==> src/rtl/nrzi_pkg.sv <==
package nrzi_pkg;

  typedef enum logic {
    ST_HUNT   = 1'b0,
    ST_DECODE = 1'b1
  } lock_state_t;

endpackage

==> src/rtl/nrzi_line_sync.sv <==
module nrzi_line_sync #(
  parameter int STAGES = 2
) (
  input  logic clk,
  input  logic rst_n,
  input  logic line_i,
  output logic edge_o
);

  // shr[STAGES-1] is the last synchroniser flop, shr[STAGES] its delayed copy
  logic [STAGES:0] shr_q;
  logic [STAGES:0] shr_d;

  always_comb begin
    shr_d = {shr_q[STAGES-1:0], line_i};
  end

  always_ff @(posedge clk or negedge rst_n) begin
    if (!rst_n) begin
      shr_q <= '0;
    end else begin
      shr_q <= shr_d;
    end
  end

  assign edge_o = shr_q[STAGES] ^ shr_q[STAGES-1];

endmodule

==> src/rtl/nrzi_gap_meter.sv <==
module nrzi_gap_meter #(
  parameter int CNT_W    = 8,
  parameter int GAP_MIN  = 64,
  parameter int GAP_MAX  = 120,
  parameter int GAP_SPAN = 11
) (
  input  logic             clk,
  input  logic             rst_n,
  input  logic             edge_i,
  input  logic             hunt_i,
  output logic             gap_hit_o,
  output logic [CNT_W-1:0] period_o
);

  localparam logic [CNT_W-1:0] CNT_TOP = '1;
  localparam logic [CNT_W-1:0] GAP_LO  = CNT_W'(GAP_MIN);
  localparam logic [CNT_W-1:0] GAP_HI  = CNT_W'(GAP_MAX);
  localparam logic [CNT_W:0]   RND     = (CNT_W+1)'(GAP_SPAN / 2);
  localparam logic [CNT_W:0]   DIV     = (CNT_W+1)'(GAP_SPAN);
  localparam logic [CNT_W-1:0] PER_LO  = CNT_W'(GAP_MIN / GAP_SPAN);
  localparam logic [CNT_W-1:0] PER_HI  = CNT_W'((GAP_MAX + GAP_SPAN) / GAP_SPAN);

  logic [CNT_W-1:0] run_q, run_d;
  logic             armed_q, armed_d;
  logic [CNT_W:0]   sum;
  logic [CNT_W:0]   quo;

  // cycles since the last edge, saturating; value 1 in the cycle after an edge
  always_comb begin
    run_d   = run_q;
    armed_d = armed_q;
    if (edge_i) begin
      run_d   = CNT_W'(1);
      armed_d = 1'b1;
    end else if (run_q != CNT_TOP) begin
      run_d = run_q + CNT_W'(1);
    end
  end

  always_ff @(posedge clk or negedge rst_n) begin
    if (!rst_n) begin
      run_q   <= '0;
      armed_q <= 1'b0;
    end else begin
      run_q   <= run_d;
      armed_q <= armed_d;
    end
  end

  assign gap_hit_o = hunt_i && edge_i && armed_q &&
                     (run_q >= GAP_LO) && (run_q <= GAP_HI);

  assign sum      = {1'b0, run_q} + RND;
  assign quo      = sum / DIV;
  assign period_o = quo[CNT_W-1:0];


  period_range_chk: assert property (@(posedge clk) disable iff (!rst_n)
    gap_hit_o |-> ((period_o >= PER_LO) && (period_o <= PER_HI)));

endmodule

==> src/rtl/nrzi_bit_slicer.sv <==
module nrzi_bit_slicer #(
  parameter int CNT_W      = 8,
  parameter int ZERO_LIMIT = 11
) (
  input  logic             clk,
  input  logic             rst_n,
  input  logic             active_i,
  input  logic             load_i,
  input  logic [CNT_W-1:0] period_i,
  input  logic             edge_i,
  input  logic             block_i,
  output logic             smp_en_o,
  output logic             smp_bit_o,
  output logic             starve_o
);

  localparam int            ZW    = $clog2(ZERO_LIMIT + 1);
  localparam logic [ZW-1:0] ZTOP  = ZW'(ZERO_LIMIT);
  localparam logic [ZW-1:0] ZLAST = ZW'(ZERO_LIMIT - 1);

  logic [CNT_W-1:0] per_q, per_d;
  logic [CNT_W-1:0] ph_q, ph_d;
  logic             flag_q, flag_d;
  logic [ZW-1:0]    zrun_q, zrun_d;
  logic [CNT_W-1:0] half;
  logic [CNT_W-1:0] last;
  logic             smp;

  assign half = {1'b0, per_q[CNT_W-1:1]};
  assign last = per_q - CNT_W'(1);
  assign smp  = active_i && !block_i && !edge_i && (ph_q == half);

  always_comb begin
    per_d  = per_q;
    ph_d   = ph_q;
    flag_d = flag_q;
    zrun_d = zrun_q;
    if (load_i) begin
      per_d  = period_i;
      ph_d   = '0;
      flag_d = 1'b1;
      zrun_d = '0;
    end else if (active_i) begin
      if (edge_i) begin
        ph_d   = '0;
        flag_d = 1'b1;
      end else begin
        ph_d = (ph_q == last) ? '0 : ph_q + CNT_W'(1);
        if (smp) begin
          flag_d = 1'b0;
          if (flag_q) begin
            zrun_d = '0;
          end else if (zrun_q != ZTOP) begin
            zrun_d = zrun_q + ZW'(1);
          end
        end
      end
    end
  end

  always_ff @(posedge clk or negedge rst_n) begin
    if (!rst_n) begin
      per_q  <= '0;
      ph_q   <= '0;
      flag_q <= 1'b0;
      zrun_q <= '0;
    end else begin
      per_q  <= per_d;
      ph_q   <= ph_d;
      flag_q <= flag_d;
      zrun_q <= zrun_d;
    end
  end

  assign smp_en_o  = smp;
  assign smp_bit_o = flag_q;
  assign starve_o  = smp && !flag_q && (zrun_q == ZLAST);


  phase_bound_chk: assert property (@(posedge clk) disable iff (!rst_n)
    active_i |-> (ph_q < per_q));


  sample_gap_chk: assert property (@(posedge clk) disable iff (!rst_n)
    smp_en_o |=> !smp_en_o);

endmodule

==> src/rtl/nrzi_lock_decoder.sv <==
module nrzi_lock_decoder
  import nrzi_pkg::*;
#(
  parameter int CNT_W       = 8,
  parameter int SYNC_STAGES = 2,
  parameter int SYNC_ZEROS  = 10,
  parameter int GAP_MIN     = 64,
  parameter int GAP_MAX     = 120,
  parameter int ZERO_LIMIT  = SYNC_ZEROS + 1
) (
  input  logic clk,
  input  logic rst_n,
  input  logic line_i,
  input  logic invalid_i,
  output logic bit_o,
  output logic bit_en_o
);

  localparam int GAP_SPAN = SYNC_ZEROS + 1;

  lock_state_t      state_q, state_d;
  logic             edge_w;
  logic             hunt_w;
  logic             gap_hit_w;
  logic [CNT_W-1:0] period_w;
  logic             smp_en_w;
  logic             smp_bit_w;
  logic             starve_w;
  logic             bit_q, bit_d;
  logic             en_q;

  nrzi_line_sync #(
    .STAGES (SYNC_STAGES)
  ) u_sync (
    .clk    (clk),
    .rst_n  (rst_n),
    .line_i (line_i),
    .edge_o (edge_w)
  );

  assign hunt_w = (state_q == ST_HUNT) && !invalid_i;

  nrzi_gap_meter #(
    .CNT_W    (CNT_W),
    .GAP_MIN  (GAP_MIN),
    .GAP_MAX  (GAP_MAX),
    .GAP_SPAN (GAP_SPAN)
  ) u_meter (
    .clk       (clk),
    .rst_n     (rst_n),
    .edge_i    (edge_w),
    .hunt_i    (hunt_w),
    .gap_hit_o (gap_hit_w),
    .period_o  (period_w)
  );

  nrzi_bit_slicer #(
    .CNT_W      (CNT_W),
    .ZERO_LIMIT (ZERO_LIMIT)
  ) u_slicer (
    .clk       (clk),
    .rst_n     (rst_n),
    .active_i  (state_q == ST_DECODE),
    .load_i    (gap_hit_w),
    .period_i  (period_w),
    .edge_i    (edge_w),
    .block_i   (invalid_i),
    .smp_en_o  (smp_en_w),
    .smp_bit_o (smp_bit_w),
    .starve_o  (starve_w)
  );

  always_comb begin
    state_d = state_q;
    if (invalid_i) begin
      state_d = ST_HUNT;
    end else begin
      case (state_q)
        ST_HUNT:   if (gap_hit_w) state_d = ST_DECODE;
        ST_DECODE: if (starve_w)  state_d = ST_HUNT;
        default:   state_d = ST_HUNT;
      endcase
    end
  end

  always_comb begin
    bit_d = bit_q;
    if (smp_en_w) begin
      bit_d = smp_bit_w;
    end
  end

  always_ff @(posedge clk or negedge rst_n) begin
    if (!rst_n) begin
      state_q <= ST_HUNT;
      bit_q   <= 1'b0;
      en_q    <= 1'b0;
    end else begin
      state_q <= state_d;
      bit_q   <= bit_d;
      en_q    <= smp_en_w;
    end
  end

  assign bit_o    = bit_q;
  assign bit_en_o = en_q;


  strobe_decode_chk: assert property (@(posedge clk) disable iff (!rst_n)
    bit_en_o |-> ($past(state_q) == ST_DECODE));


  lock_entry_chk: assert property (@(posedge clk) disable iff (!rst_n)
    ((state_q == ST_DECODE) && ($past(state_q) == ST_HUNT)) |-> $past(gap_hit_w));


  en_pulse_chk: assert property (@(posedge clk) disable iff (!rst_n)
    bit_en_o |=> !bit_en_o);


  invalid_hunt_chk: assert property (@(posedge clk) disable iff (!rst_n)
    invalid_i |=> ((state_q == ST_HUNT) && !bit_en_o));

endmodule

==> config.mk <==
export PLATFORM = sky130hd
export DESIGN_NAME = nrzi_lock_decoder
export DESIGN_NICKNAME = d
export VERILOG_FILES = /design/src/rtl/nrzi_pkg.sv /design/src/rtl/nrzi_line_sync.sv /design/src/rtl/nrzi_gap_meter.sv /design/src/rtl/nrzi_bit_slicer.sv /design/src/rtl/nrzi_lock_decoder.sv
export SDC_FILE = /design/constraint.sdc
export NUM_CORES = 1
export LEC_CHECK = 0
export ABC_CLOCK_PERIOD_IN_PS = 10150
export BUFFER_PORTS_ARGS = -buffer_cell sky130_fd_sc_hd__buf_2
export CORE_MARGIN = 2
export CORE_UTILIZATION = 40
export DETAILED_ROUTE_END_ITERATION = 8
export PLACE_DENSITY = 0.66
export SLEW_MARGIN = 0
export SYNTH_ARGS = -nofsm -noshare
export SYNTH_HDL_FRONTEND = slang
export SYNTH_SLANG_ARGS = --single-unit
==> constraint.sdc <==
create_clock -name clk -period 10.15 [get_ports clk]
set_clock_uncertainty 0.1 [all_clocks]
set_input_delay 3.045 -clock clk [delete_from_list [all_inputs] [get_ports clk]]
set_output_delay 3.045 -clock clk [all_outputs]
set_load 0.03 [all_outputs]
Word level (Yosys, flattened, before mapping)
Index checks and enable logic that the tools add are counted.

Register bits: 36. Input port bits: 4. Output and inout port bits: 2. Logic and storage cells: 66.

$add $sub $neg: 5. Divide/modulo/power cells: 1. Magnitude comparators: 2. Equality and inequality tests: 6. Mux-type cells: 20. Bitwise gates (word level): 2. Reductions and logical operators: 20.

Operators by type and width (count): 2-to-1 mux 8 bit (6); 2-to-1 mux 4 bit (6); adder 8 x 1 -> 8 bit (second input constant) (2); logical AND 1 bit (10); adder 8 x 3 -> 9 bit (second input constant) (1); divider 9 x 4 -> 9 bit (second input constant) (1); equality test 8 x 7 -> 1 bit (1); equality test 8 bit (1); >= comparator 8 x 7 -> 1 bit (second input constant) (1); less-or-equal comparator 8 x 7 -> 1 bit (second input constant) (1); != test 8 bit (second input constant) (1); subtractor 8 x 1 -> 8 bit (second input constant) (1); 2-to-1 mux 1 bit (7); nonzero test 2 bit (3); nonzero test 3 bit (2); adder 4 x 1 -> 4 bit (second input constant) (1); equality test 4 bit (second input constant) (1); != test 4 bit (second input constant) (1); AND reduction 4 bit (1); logical NOT 1 bit (3); != test 2 bit (second input constant) (1); case mux 1 bit (2 select lines) (1); AND reduction 2 bit (1); inverter 1 bit (1); bitwise XOR 1 bit (1).

Logic depth before layout (Yosys ltp)
Gate-level depths: netlist of run 1.

Word-level depth: 9. Gate-level depth with buffers: 19.

Cells and area by module
Synthesis of run 1 repeated with hierarchy kept, for this count alone.

Cells, all modules: 359. Area total of the unflattened synthesis: 3126.7 um^2.

By module, submodules not included: nrzi_gap_meter (times used 1, cells an instance 200, area an instance 1530.2 um^2, sequential area each 225.2 um^2); nrzi_bit_slicer (times used 1, cells an instance 148, area an instance 1411.4 um^2, sequential area each 525.5 um^2); nrzi_lock_decoder (times used 1, cells an instance 7, area an instance 101.3 um^2, sequential area each 75.1 um^2); nrzi_line_sync (times used 1, cells an instance 4, area an instance 83.8 um^2, sequential area each 75.1 um^2).

Worst setup path after synthesis of run 1
No wires, ideal clock.

Path kind: input port to flip-flop. Start: in invalid_i. End: reg u_slicer.ph_q[6]. Library setup time: 95 ps. Arrival: 4413 ps. Required time: 9955 ps. Setup slack: 5542 ps. Stages: 6. Path through: nor3_1 nand3_1 a41oi_2 nor2_1 or3b_2 o31ai_1.

Cells in the longest elaborated chain, start to end: 7. Elaborated cells on any way between the ends: 8.

Ends and longest elaborated chain: from (decl) (RTL line nrzi_lock_decoder.sv:14) `input logic invalid_i,`; logical NOT 1 bit * (RTL line nrzi_lock_decoder.sv:41) `assign hunt_w = (state_q == ST_HUNT) && !invalid_i;`; logical AND 1 bit * (RTL line nrzi_lock_decoder.sv:41); logical AND 1 bit * (3 in a row) (RTL line nrzi_gap_meter.sv:50) `assign gap_hit_o = hunt_i && edge_i && armed_q &&`; logical AND 1 bit * (RTL line nrzi_gap_meter.sv:51) `(run_q >= GAP_LO) && (run_q <= GAP_HI);`; 2-to-1 mux 8 bit / nonzero test 2 bit (equally long branches); to (signal assigned) (RTL line nrzi_bit_slicer.sv:69) `ph_q <= ph_d;`; to (decl) (RTL line nrzi_bit_slicer.sv:22) `logic [CNT_W-1:0] ph_q, ph_d;`.

Mark *: on every way between the ends. The rest lies on a longest branch, timed or not. A chain may end at the register's enable or synchronous reset.

Final worst setup path of run 1
Start: in invalid_i. End: reg u_slicer.ph_q[4].

Same word-level chain as after synthesis.

==> results.toml, run 1 <==
[run_status]
status = "finished clean"

[sta]
setup-violations-final = 0
whs_ns = 0.253
fmaxAchievable_mhz = 191
slew_headroom_pct = 44.3
drv_slew = 0
hold_viol_final = 0
fin_crit_sh_pct = 51.5
rsz0062_at_grt = "false"
tns_ns = 0
min_period_ns = 5.22
tightest_slew_ns = 0.830

[final_layout]
syn2layout_area_growth_pct = 7.65
fillers = 659
fin_util_pct = 43.8
antennaDiodeCount = 0
final_area_sq_um = 2940
drive_above_1_share_pct = 11.6
final_net_count = 339

[drt]
dr.pass1.iters = 5
drt_iter0_drc = 149
routed_wl_mm = 6.15
drtAntennaViolNets = 0
via_per_inst = 6.08
post-route-drc-count = 0
vias = 2474
post_drt_wl_per_cell_microns = 15.1

[grt]
grt_use_total_pct = 17.2
overflow = 0
grt_pass1_vias = 2218
grt_antenna_before_repair = 0
grt_max_degree = 35
grt_pass1_wl_mm = 10.6

[worst_setup_path]
cpPeakStageDelay_ns = 0.72
cp_top_family = "simple AND/OR/NAND/NOR gates"
crit_arrival_ns = 5.32
crit_type = "input port to flop"
cp-end-kind = "flop"
crit_chain = "buf_2 > nor3_1 > nand3_1 > a41oi_2 > nor2_1 > or3b_2 > o31ai_1"
startpoint_type = "input port"
cp_max_fo = 19
cp_slowest_cell = "a41oi_2"
critical_path_required_ns = 10.25
cp_num_buf_inv = 1

[placement]
place_congestion = 0.847
placed_area_sq_um = 2800
hpwl_mm = 4.44
port_buffers = 5

[synth]
synth_cell_types = 69
synth_area_leaders = "dfrtp_1, nor2_1, xnor2_1"
synth_ff_type = "dfrtp_1"
netlist_top_cells_count = "nor2_1, dfrtp_1, nand2_1"
yosysWarnings = 0
mappedNetlistNets = 341
synth_edf_count = 0
avgSynthCellArea_sq_um = 8.33
ys_seq_area_share_pct = 31.1
yosysTopAreaCellShare_pct = 31.1
synth_top_cell_by_area = "dfrtp_1"
syn_inst = 328
syn_area_sq_um = 2730
synth_most_common_cell = "nor2_1"
synth-async-reset-ratio_pct = 100
synth-seq-cells = 34

[power_and_ir_drop]
power.leakage_nw = 1.18
p_per_area_nw_per_um2 = 144
irDropWorstVdd_v = 0.0000668

[hold_path]
hold_class = "flop to flop"

[floorplan]
start_util_pct = 40.7
die_w_microns = 86.7
die_area_sq_um = 7510
coreArea_sq_um = 6720
ios = 6
die_h_microns = 86.7
fp-row-count = 30

[cts]
cts-resized-gates = 0
cts.sinks = 34
cts_buffers = 5
root_buffer = "clkbuf_8"
clkTransAtPathRegs_ns = 0.07
cts_tree = "built"
clockBufferDepth = 2
cts_max_level = 2
insertion_delay_ns = 0.29
ctsHoldBuffers = 0
postCtsSetupRepairBufs = 0

[flow_run]
cap_violations = 0
worst reg2reg max path, delay by kind of cell (launching register included):
family | cells | cell delay [ns]
buffers and inverters | 2 | 0.30
AO/OA/AOI/OAI | 10 | 2.58
AND/OR/NAND/NOR | 4 | 0.55
flip-flops | 1 | 0.55
adder cells (fa/ha/maj) | 2 | 0.55
per-layer routing:
layer | vias up | wire [microns] | track usage (%)
met1 | 1180 | 2830 | 23.5
li1 | 1210 | - | -
met4 | 0 | 47 | 3.41
met3 | 4 | 295 | 2.10
met2 | 80 | 2980 | 29.2
met5 | - | 0 | 0
cell usage in the layout (no fill, tap or decap), types with 3 or more instances in the layout:
master and n:
clkbuf_8 6, nor3_1 11, xor2_1 9, nand2_1 27
nor4_1 3, nand3_1 17, nand2b_1 5, ha_1 9
and2_1 6, inv_1 8, nand4_1 6, a211oi_1 5
a21o_1 3, dfrtp_1 34, nor2_1 36, and3_1 3
xnor2_1 13, a21oi_1 18, o211ai_1 4, o21ai_0 20
o31ai_1 5, buf_2 5, or3_1 4, nor2b_1 3
a31oi_1 9
power breakdown:
| group | leakage (nW) | total (W) | switching [W] | internal [W] |
|---|---|---|---|---|
| logic | 0.646 | 0.000121 | 0.0000759 | 0.0000447 |
| registers | 0.458 | 0.000148 | 0.00000914 | 0.000139 |
| clock network | 0.0714 | 0.000154 | 0.0000490 | 0.000105 |
final timing paths:
check | start | end | slack (ns) | depth (start not counted)
setup reg to reg | u_meter.run_q[2]$_DFFE_PN0P_ | u_slicer.per_q[0]$_DFFE_PN0P_ | 5.41 | 18
max in group asynchronous | rst_n | u_slicer.zrun_q[3]$_DFFE_PN0P_ | 6.75 | 1
hold / removal | u_sync.shr_q[0]$_DFF_PN0_ | u_sync.shr_q[1]$_DFF_PN0_ | 0.25 | 0
min in group asynchronous | rst_n | u_slicer.ph_q[3]$_DFFE_PN0P_ | 2.72 | 1
hold reg to reg | u_sync.shr_q[0]$_DFF_PN0_ | u_sync.shr_q[1]$_DFF_PN0_ | 0.25 | 0
setup / recovery | invalid_i | u_slicer.ph_q[4]$_DFFE_PN0P_ | 4.93 | 7
per-stage QoR:
| stage | total power [W] | std cells | setup slack (ns) |
|---|---|---|---|
| floorplan | 0.000245 | 328 | 5.54 |
| global placement | 0.000270 | 399 | 4.74 |
| detailed placement | 0.000270 | 399 | 4.64 |
| CTS | 0.000424 | 407 | 4.95 |
| global route | 0.000446 | 407 | 4.67 |
| finish | 0.000422 | 407 | 4.93 |
area by class of cell:
type | instances | area [sq um] | area share [%]
multi-input combinational | 270 | 1780 | 60.6
sequential | 34 | 851 | 28.9
tap | 80 | 100 | 3.40
clock buffer | 6 | 82.6 | 2.81
clock inverter | 2 | 60.1 | 2.04
inverter | 9 | 33.8 | 1.15
timing repair buffer | 6 | 32.5 | 1.11
flip-flops by register name, summed over array words and instances, names as in the netlist:
register and cells:
u_slicer.zrun_q 4, u_slicer.smp_bit_o 1, bit_en_o 1, u_slicer.ph_q 8, u_meter.armed_q 1, state_q 1
u_meter.run_q 8, u_slicer.per_q 6, bit_o 1, u_sync.shr_q 3
kinds of logic after synthesis:
logic type | count (synthesis) | share of synthesized area [%]
multiplexers | 4 | 1.69
AND/OR/NAND/NOR | 135 | 25.2
AO/OA/AOI/OAI | 99 | 26.6
flip-flops | 34 | 31.1
buffers and inverters | 24 | 3.66
XOR/XNOR | 23 | 7.65
adder cells (fa/ha/maj) | 9 | 4.12
No activity file was read; power rests on OpenSTA's default activity.
==> inputs of run 2 (changes only) <==
Settings changed: ABC_AREA from default to 1, ABC_CLOCK_PERIOD_IN_PS 10150 to 5310.
Clock period 10.15 ns to 5.31 ns, I/O delays scaled along.
==> run 2 against run 1 <==
  * Largest cell class unchanged
  * Combinational power rose by 31%
  * Flip-flop and latch count is the same
  * Core utilization increased by 2.5 points
  * Critical path depth grew 24
  * Highest routed layer unchanged
  * Non-clock buffer count did not move
  * Cell count grew 8.4%
  * Final area down 5.7%
  * Power rose by 71%
  * Sequential share of layout area rose by 1.8 points
==> results.toml, run 2 <==
[power_and_ir_drop]
internal-power_w = 0.000508
total_power_w = 0.000722
p_sw_share_pct = 29.7
p_clk_share_pct = 39.9
p_comb_share_pct = 21.9
p_per_area_nw_per_um2 = 260
pwr-share-seq_pct = 38.2
power.leakage_nw = 1.40
p_sw_w = 0.000215
irDropWorstVdd_v = 0.000184

[worst_setup_path]
cp_top_family = "simple AND/OR/NAND/NOR gates"
critical_path_required_ns = 5.39
startpoint_type = "flop"
cp_slowest_cell = "dfrtp_1"
rr_worst_depth = 31
cp_num_buf_inv = 3
cp_max_fo = 6
crit_type = "flop to flop"
crit_arrival_ns = 3.99
r2r-start = "u_meter.run_q[0]$_DFFE_PN0P_"
r2r_slack_ns = 1.40
cpPeakStageDelay_ns = 0.43
cp-end-kind = "flop"
r2r_end = "u_slicer.per_q[0]$_DFFE_PN0P_"

[drt]
drtAntennaViolNets = 0
dr.pass1.iters = 4
vias = 2225
drt_iter0_drc = 148
via_per_inst = 5.05
post-route-drc-count = 0
routed_wl_mm = 5.28
post_drt_wl_per_cell_microns = 12.0

[synth]
synth_top_cell_by_area = "dfrtp_1"
synth-seq-cells = 34
ys_seq_area_share_pct = 33.8
yosysWarnings = 0
avgSynthCellArea_sq_um = 7.13
syn_area_sq_um = 2520
synth_cell_types = 36
syn_inst = 353
synth_edf_count = 0
netlist_top_cells_count = "nand2_1, inv_1, dfrtp_1"
synth_ff_type = "dfrtp_1"
synth_most_common_cell = "nand2_1"
yosysTopAreaCellShare_pct = 33.8
synth_area_leaders = "dfrtp_1, nand2_1, inv_1"
mappedNetlistNets = 366
synth-async-reset-ratio_pct = 100

[cts]
root_buffer = "clkbuf_8"
cts_max_level = 2
postCtsSetupRepairBufs = 0
cts_tree = "built"
cts-resized-gates = 0
clockBufferDepth = 2
ctsHoldBuffers = 0
cts_buffers = 5
clkTransAtPathRegs_ns = 0.07
cts.sinks = 34
insertion_delay_ns = 0.28

[grt]
grt_pass1_vias = 2198
grt_pass1_wl_mm = 9.47
grt_use_total_pct = 16.2
overflow = 0
grt_max_degree = 35
grt_antenna_before_repair = 0

[hold_path]
holdPathStages = 0
min_to = "u_sync.shr_q[1]$_DFF_PN0_"
hold_class = "flop to flop"
worstHoldStart = "u_sync.shr_q[0]$_DFF_PN0_"

[sta]
drv_slew = 0
hold_viol_final = 0
setup-violations-final = 0
tns_ns = 0
tightest_slew_ns = 0.768
min_period_ns = 3.91
fmaxAchievable_mhz = 256
slew_headroom_pct = 48.8
whs_ns = 0.261
rsz0062_at_grt = "false"
fin_crit_sh_pct = 73.6

[final_layout]
reg_top3 = "u_meter.run_q x8, u_slicer.ph_q x8, u_slicer.per_q x6"
syn2layout_area_growth_pct = 10.2
drive_above_1_share_pct = 13.1
final_net_count = 378
antennaDiodeCount = 0
final_cell_mix = "nand2_1, inv_1, dfrtp_1"
final_area_sq_um = 2770
layout_commonest_cell = "nand2_1"

[floorplan]
die_area_sq_um = 6940
ios = 6
die_w_microns = 83.3
start_util_pct = 42.0
coreArea_sq_um = 5990
die_h_microns = 83.3
fp-row-count = 28

[placement]
placed_area_sq_um = 2640
place_congestion = 0.864
hpwl_mm = 4.08
port_buffers = 5

[run_status]
status = "finished clean"

[flow_run]
cap_violations = 0
[run 2: cell count changes after synthesis, sizes merged, moves of 5 or more]
cell,change
xnor2,-11
buf,-7
clkbuf,-7
nand3,+17
a21oi,-7
nand2,+73
inv,+52
nor2,-9
nand2b,-5
a31oi,-8
and2,-7
a211oi,-5
[run 2: worst max path at each step]
stage	start	to	slack (ns)	depth (start not counted)
6_report	u_meter.run_q[0]$_DFFE_PN0P_	u_slicer.per_q[0]$_DFFE_PN0P_	1.40	31
4_1_cts	u_meter.run_q[0]$_DFFE_PN0P_	u_slicer.per_q[0]$_DFFE_PN0P_	1.39	31
3_5_place_dp	u_meter.run_q[0]$_DFFE_PN0P_	u_slicer.per_q[0]$_DFFE_PN0P_	1.42	32
3_3_place_gp	u_meter.run_q[0]$_DFFE_PN0P_	u_slicer.per_q[0]$_DFFE_PN0P_	1.57	31
2_1_floorplan	invalid_i	u_slicer.ph_q[6]$_DFFE_PN0P_	1.76	9
5_1_grt	u_meter.run_q[0]$_DFFE_PN0P_	u_slicer.per_q[0]$_DFFE_PN0P_	0.95	31
[run 2: metal layers]
| metal | vias up | routed length (microns) | track usage (%) | share of wire, % |
|---|---|---|---|---|
| met4 | 0 | 33 | 3.28 | 0.63 |
| met3 | 4 | 193 | 2.98 | 3.7 |
| met5 | - | 0 | 0 | 0 |
| met1 | 1014 | 2570 | 21.9 | 49 |
| li1 | 1173 | - | - | - |
| met2 | 34 | 2480 | 27.3 | 47 |
[run 2: metrics by stage]
step,worst slack (ns),std cells,util [%]
5_1_grt,0.946,441,46.3
3_3_place_gp,1.57,433,44.0
2_1_floorplan,1.76,353,-
4_1_cts,1.39,441,46.3
6_report,1.40,441,46.3
3_5_place_dp,1.42,433,44.0
[run 2: power groups by stage]
stage | registers [W] | clock network (W) | logic (W)
detailed placement | 0.000281 | 0 | 0.000156
CTS | 0.000276 | 0.000295 | 0.000157
floorplan | 0.000279 | 0 | 0.000124
finish | 0.000276 | 0.000288 | 0.000158
global placement | 0.000281 | 0 | 0.000153
global route | 0.000277 | 0.000308 | 0.000179
[run 2: kinds of logic after synthesis]
| logic type | Yosys count | synth area share [%] |
|---|---|---|
| adders and majority gates | 9 | 4.48 |
| AOI/OAI and AO/OA | 48 | 11.5 |
| DFF | 34 | 33.8 |
| xor gates and xnor gates | 10 | 3.48 |
| buffers and inverters | 62 | 9.40 |
| and+or+nand+nor | 190 | 37.3 |
[run 2: final cells by class]
class | count | area (sq um)
fillers | 591 | 3220
multi-input cells | 257 | 1430
flip-flops and latches | 34 | 851
inverters | 61 | 229
well taps | 75 | 93.8
clock buffers | 5 | 68.8
clock inverters | 3 | 68.8
repair buffers | 6 | 32.5
==> inputs of run 3 (changes only) <==
Settings changed: ABC_AREA 1 to 0, ABC_CLOCK_PERIOD_IN_PS 5310 to 3250, PLACE_DENSITY 0.66 to 0.68.
Clock period 5.31 ns to 3.25 ns, I/O delays scaled along.
==> run 3 against run 2 <==
  * The run now ends with negative setup slack left
  * Non-clock buffer count grew 60
  * Die area grew 8.2%
  * Global-route usage grew 3.5 points
  * Flip-flop and latch count is the same
  * Sequential share of layout area shrank 6.3 points
  * Hold slack lost 0.0075 ns
  * Register-to-register slack lost 2.1 ns
  * Fmax is essentially flat
==> results.toml, run 3 (synthesis gave the netlist of run 1 again) <==
[drt]
drt_iter0_drc = 101
dr.pass1.iters = 4
routed_wl_mm = 7.25
post_drt_wl_per_cell_microns = 15.5
via_per_inst = 5.81
drtAntennaViolNets = 0
vias = 2711
post-route-drc-count = 0

[cts]
cts_max_level = 2
cts.sinks = 34
cts_tree = "built"
insertion_delay_ns = 0.29
root_buffer = "clkbuf_8"
clkTransAtPathRegs_ns = 0.08
cts_buffers = 5
clockBufferDepth = 2
ctsHoldBuffers = 0

[sta]
setup-violations-final = 2
min_period_ns = 3.91
whs_ns = 0.253
hold_viol_final = 0
slew_headroom_pct = 50.4
fmaxAchievable_mhz = 256
tns_ns = -0.818
setup_slack_ns = -0.659
rsz0062_at_grt = "true"
tightest_slew_ns = 0.745
drv_slew = 0
fin_crit_sh_pct = 120

[worst_setup_path]
crit_arrival_ns = 3.98
r2r-start = "u_meter.run_q[1]$_DFFE_PN0P_"
critical_path_required_ns = 3.32
r2r_end = "u_slicer.per_q[0]$_DFFE_PN0P_"
crit_type = "flop to flop"
cp-end-kind = "flop"
cp_max_fo = 4
r2r_slack_ns = -0.66
rr_worst_depth = 18
startpoint_type = "flop"

[final_layout]
finalNonFillerCells = 467
syn2layout_area_growth_pct = 28.1
reg_top3 = "u_meter.run_q x8, u_slicer.ph_q x8, u_slicer.per_q x6"
drive_above_1_share_pct = 29.7
final_net_count = 399
antennaDiodeCount = 0
layout_commonest_cell = "buf_4"
final_cell_mix = "buf_4, nor2_1, dfrtp_1"

[floorplan]
ios = 6
fp-row-count = 30
die_area_sq_um = 7510
coreArea_sq_um = 6720
die_h_microns = 86.7
die_w_microns = 86.7
start_util_pct = 40.7

[hold_path]
min_to = "u_sync.shr_q[1]$_DFF_PN0_"
worstHoldStart = "u_sync.shr_q[0]$_DFF_PN0_"
holdPathStages = 0
hold_class = "flop to flop"

[run_status]
violations = "negative setup slack"
status = "complete, but fails checks"

[grt]
grt_use_total_pct = 19.7
grt_pass1_wl_mm = 12.2
grt_max_degree = 35
grt_antenna_before_repair = 0
grt_pass1_vias = 2588
overflow = 0

[placement]
hpwl_mm = 5.20
dp.cells = 449
port_buffers = 5
place_congestion = 0.869
pre_cts_ws_ns = -0.680

[power_and_ir_drop]
power.leakage_nw = 1.47
irDropWorstVdd_v = 0.000165
p_per_area_nw_per_um2 = 389

[flow_run]
cap_violations = 0
## run 3: changes by cell type in the layout (fill, tap and decap cells not counted), moves of 8 or more
cell,change
a31oi_1,+8
buf_4,+59
inv_1,-49
nand2_1,-55
nand2_2,-11
nand3_1,-13
nor2_1,+10
xnor2_1,+10
## run 3: area by class of cell
| type | instances | area, sq um |
|---|---|---|
| tap | 80 | 100 |
| clock buffer | 6 | 82.6 |
| fill | 630 | 3220 |
| inverter | 9 | 33.8 |
| multi-input combinational | 270 | 1930 |
| timing repair buffer | 66 | 487 |
| clock inverter | 2 | 12.5 |
| sequential | 34 | 852 |
## run 3: per-layer routing
metal	vias up	share of wire [%]	global-route usage, %
met2	42	49	33.0
met1	1327	47	26.8
met4	0	1.0	5.68
li1	1334	-	-
met3	8	2.5	2.29
met5	-	0	0
## run 3: how the worst max path moves through the flow
stage | cells after the start | slack [ns] | startpoint | end
2_1_floorplan | 18 | -0.79 | u_meter.run_q[0]$_DFFE_PN0P_ | u_slicer.per_q[0]$_DFFE_PN0P_
3_3_place_gp | 16 | -0.60 | u_meter.run_q[0]$_DFFE_PN0P_ | u_slicer.per_q[0]$_DFFE_PN0P_
3_5_place_dp | 18 | -0.68 | u_meter.run_q[0]$_DFFE_PN0P_ | u_slicer.per_q[0]$_DFFE_PN0P_
4_1_cts | 17 | -0.61 | u_meter.run_q[1]$_DFFE_PN0P_ | u_slicer.per_q[0]$_DFFE_PN0P_
5_1_grt | 17 | -0.83 | u_meter.run_q[1]$_DFFE_PN0P_ | u_slicer.per_q[0]$_DFFE_PN0P_
6_report | 18 | -0.66 | u_meter.run_q[1]$_DFFE_PN0P_ | u_slicer.per_q[0]$_DFFE_PN0P_
## run 3: per-stage QoR
step                      instance area [sq um]  utilization (%)  total power, W
after global placement                     3200             47.6        0.000959
after floorplan                            2760                -        0.000776
after CTS                                  3360             50.0         0.00133
after global routing                       3500             52.1         0.00145
final                                      3500             52.1         0.00136
after detailed placement                   3200             47.6        0.000963
## run 3: worst max-delay path, cell delays in order, from the launching register on
cell and delay, ns:
dfrtp_1 0.44, ha_4 0.19, o2111ai_4 0.21, xnor2_1 0.15
ha_1 0.25, and2_4 0.17, a211oi_4 0.23, nor3_1 0.10
a22o_1 0.27, a211oi_2 0.31, a21oi_4 0.12, a21oi_2 0.17
nor2_1 0.06, nor2_1 0.11, ha_1 0.26, nor2_1 0.11
o211ai_1 0.09, a311o_1 0.28, and3_1 0.17
## run 3: power by group
part	leakage (nW)	total [W]	internal (W)	switching, W
registers	0.457	0.000451	0.000434	0.0000167
logic	0.966	0.000578	0.000254	0.000324
clock network	0.0472	0.000331	0.000170	0.000161
total	1.47	0.00136	0.000858	0.000502
## run 3: what timing repair did
action                     4_1_cts  5_1_grt
setup endpoints to repair        2        2
buffers inserted                 6        6
resized for setup                4       20
gates cloned                     0        0
pin swaps                        8       15
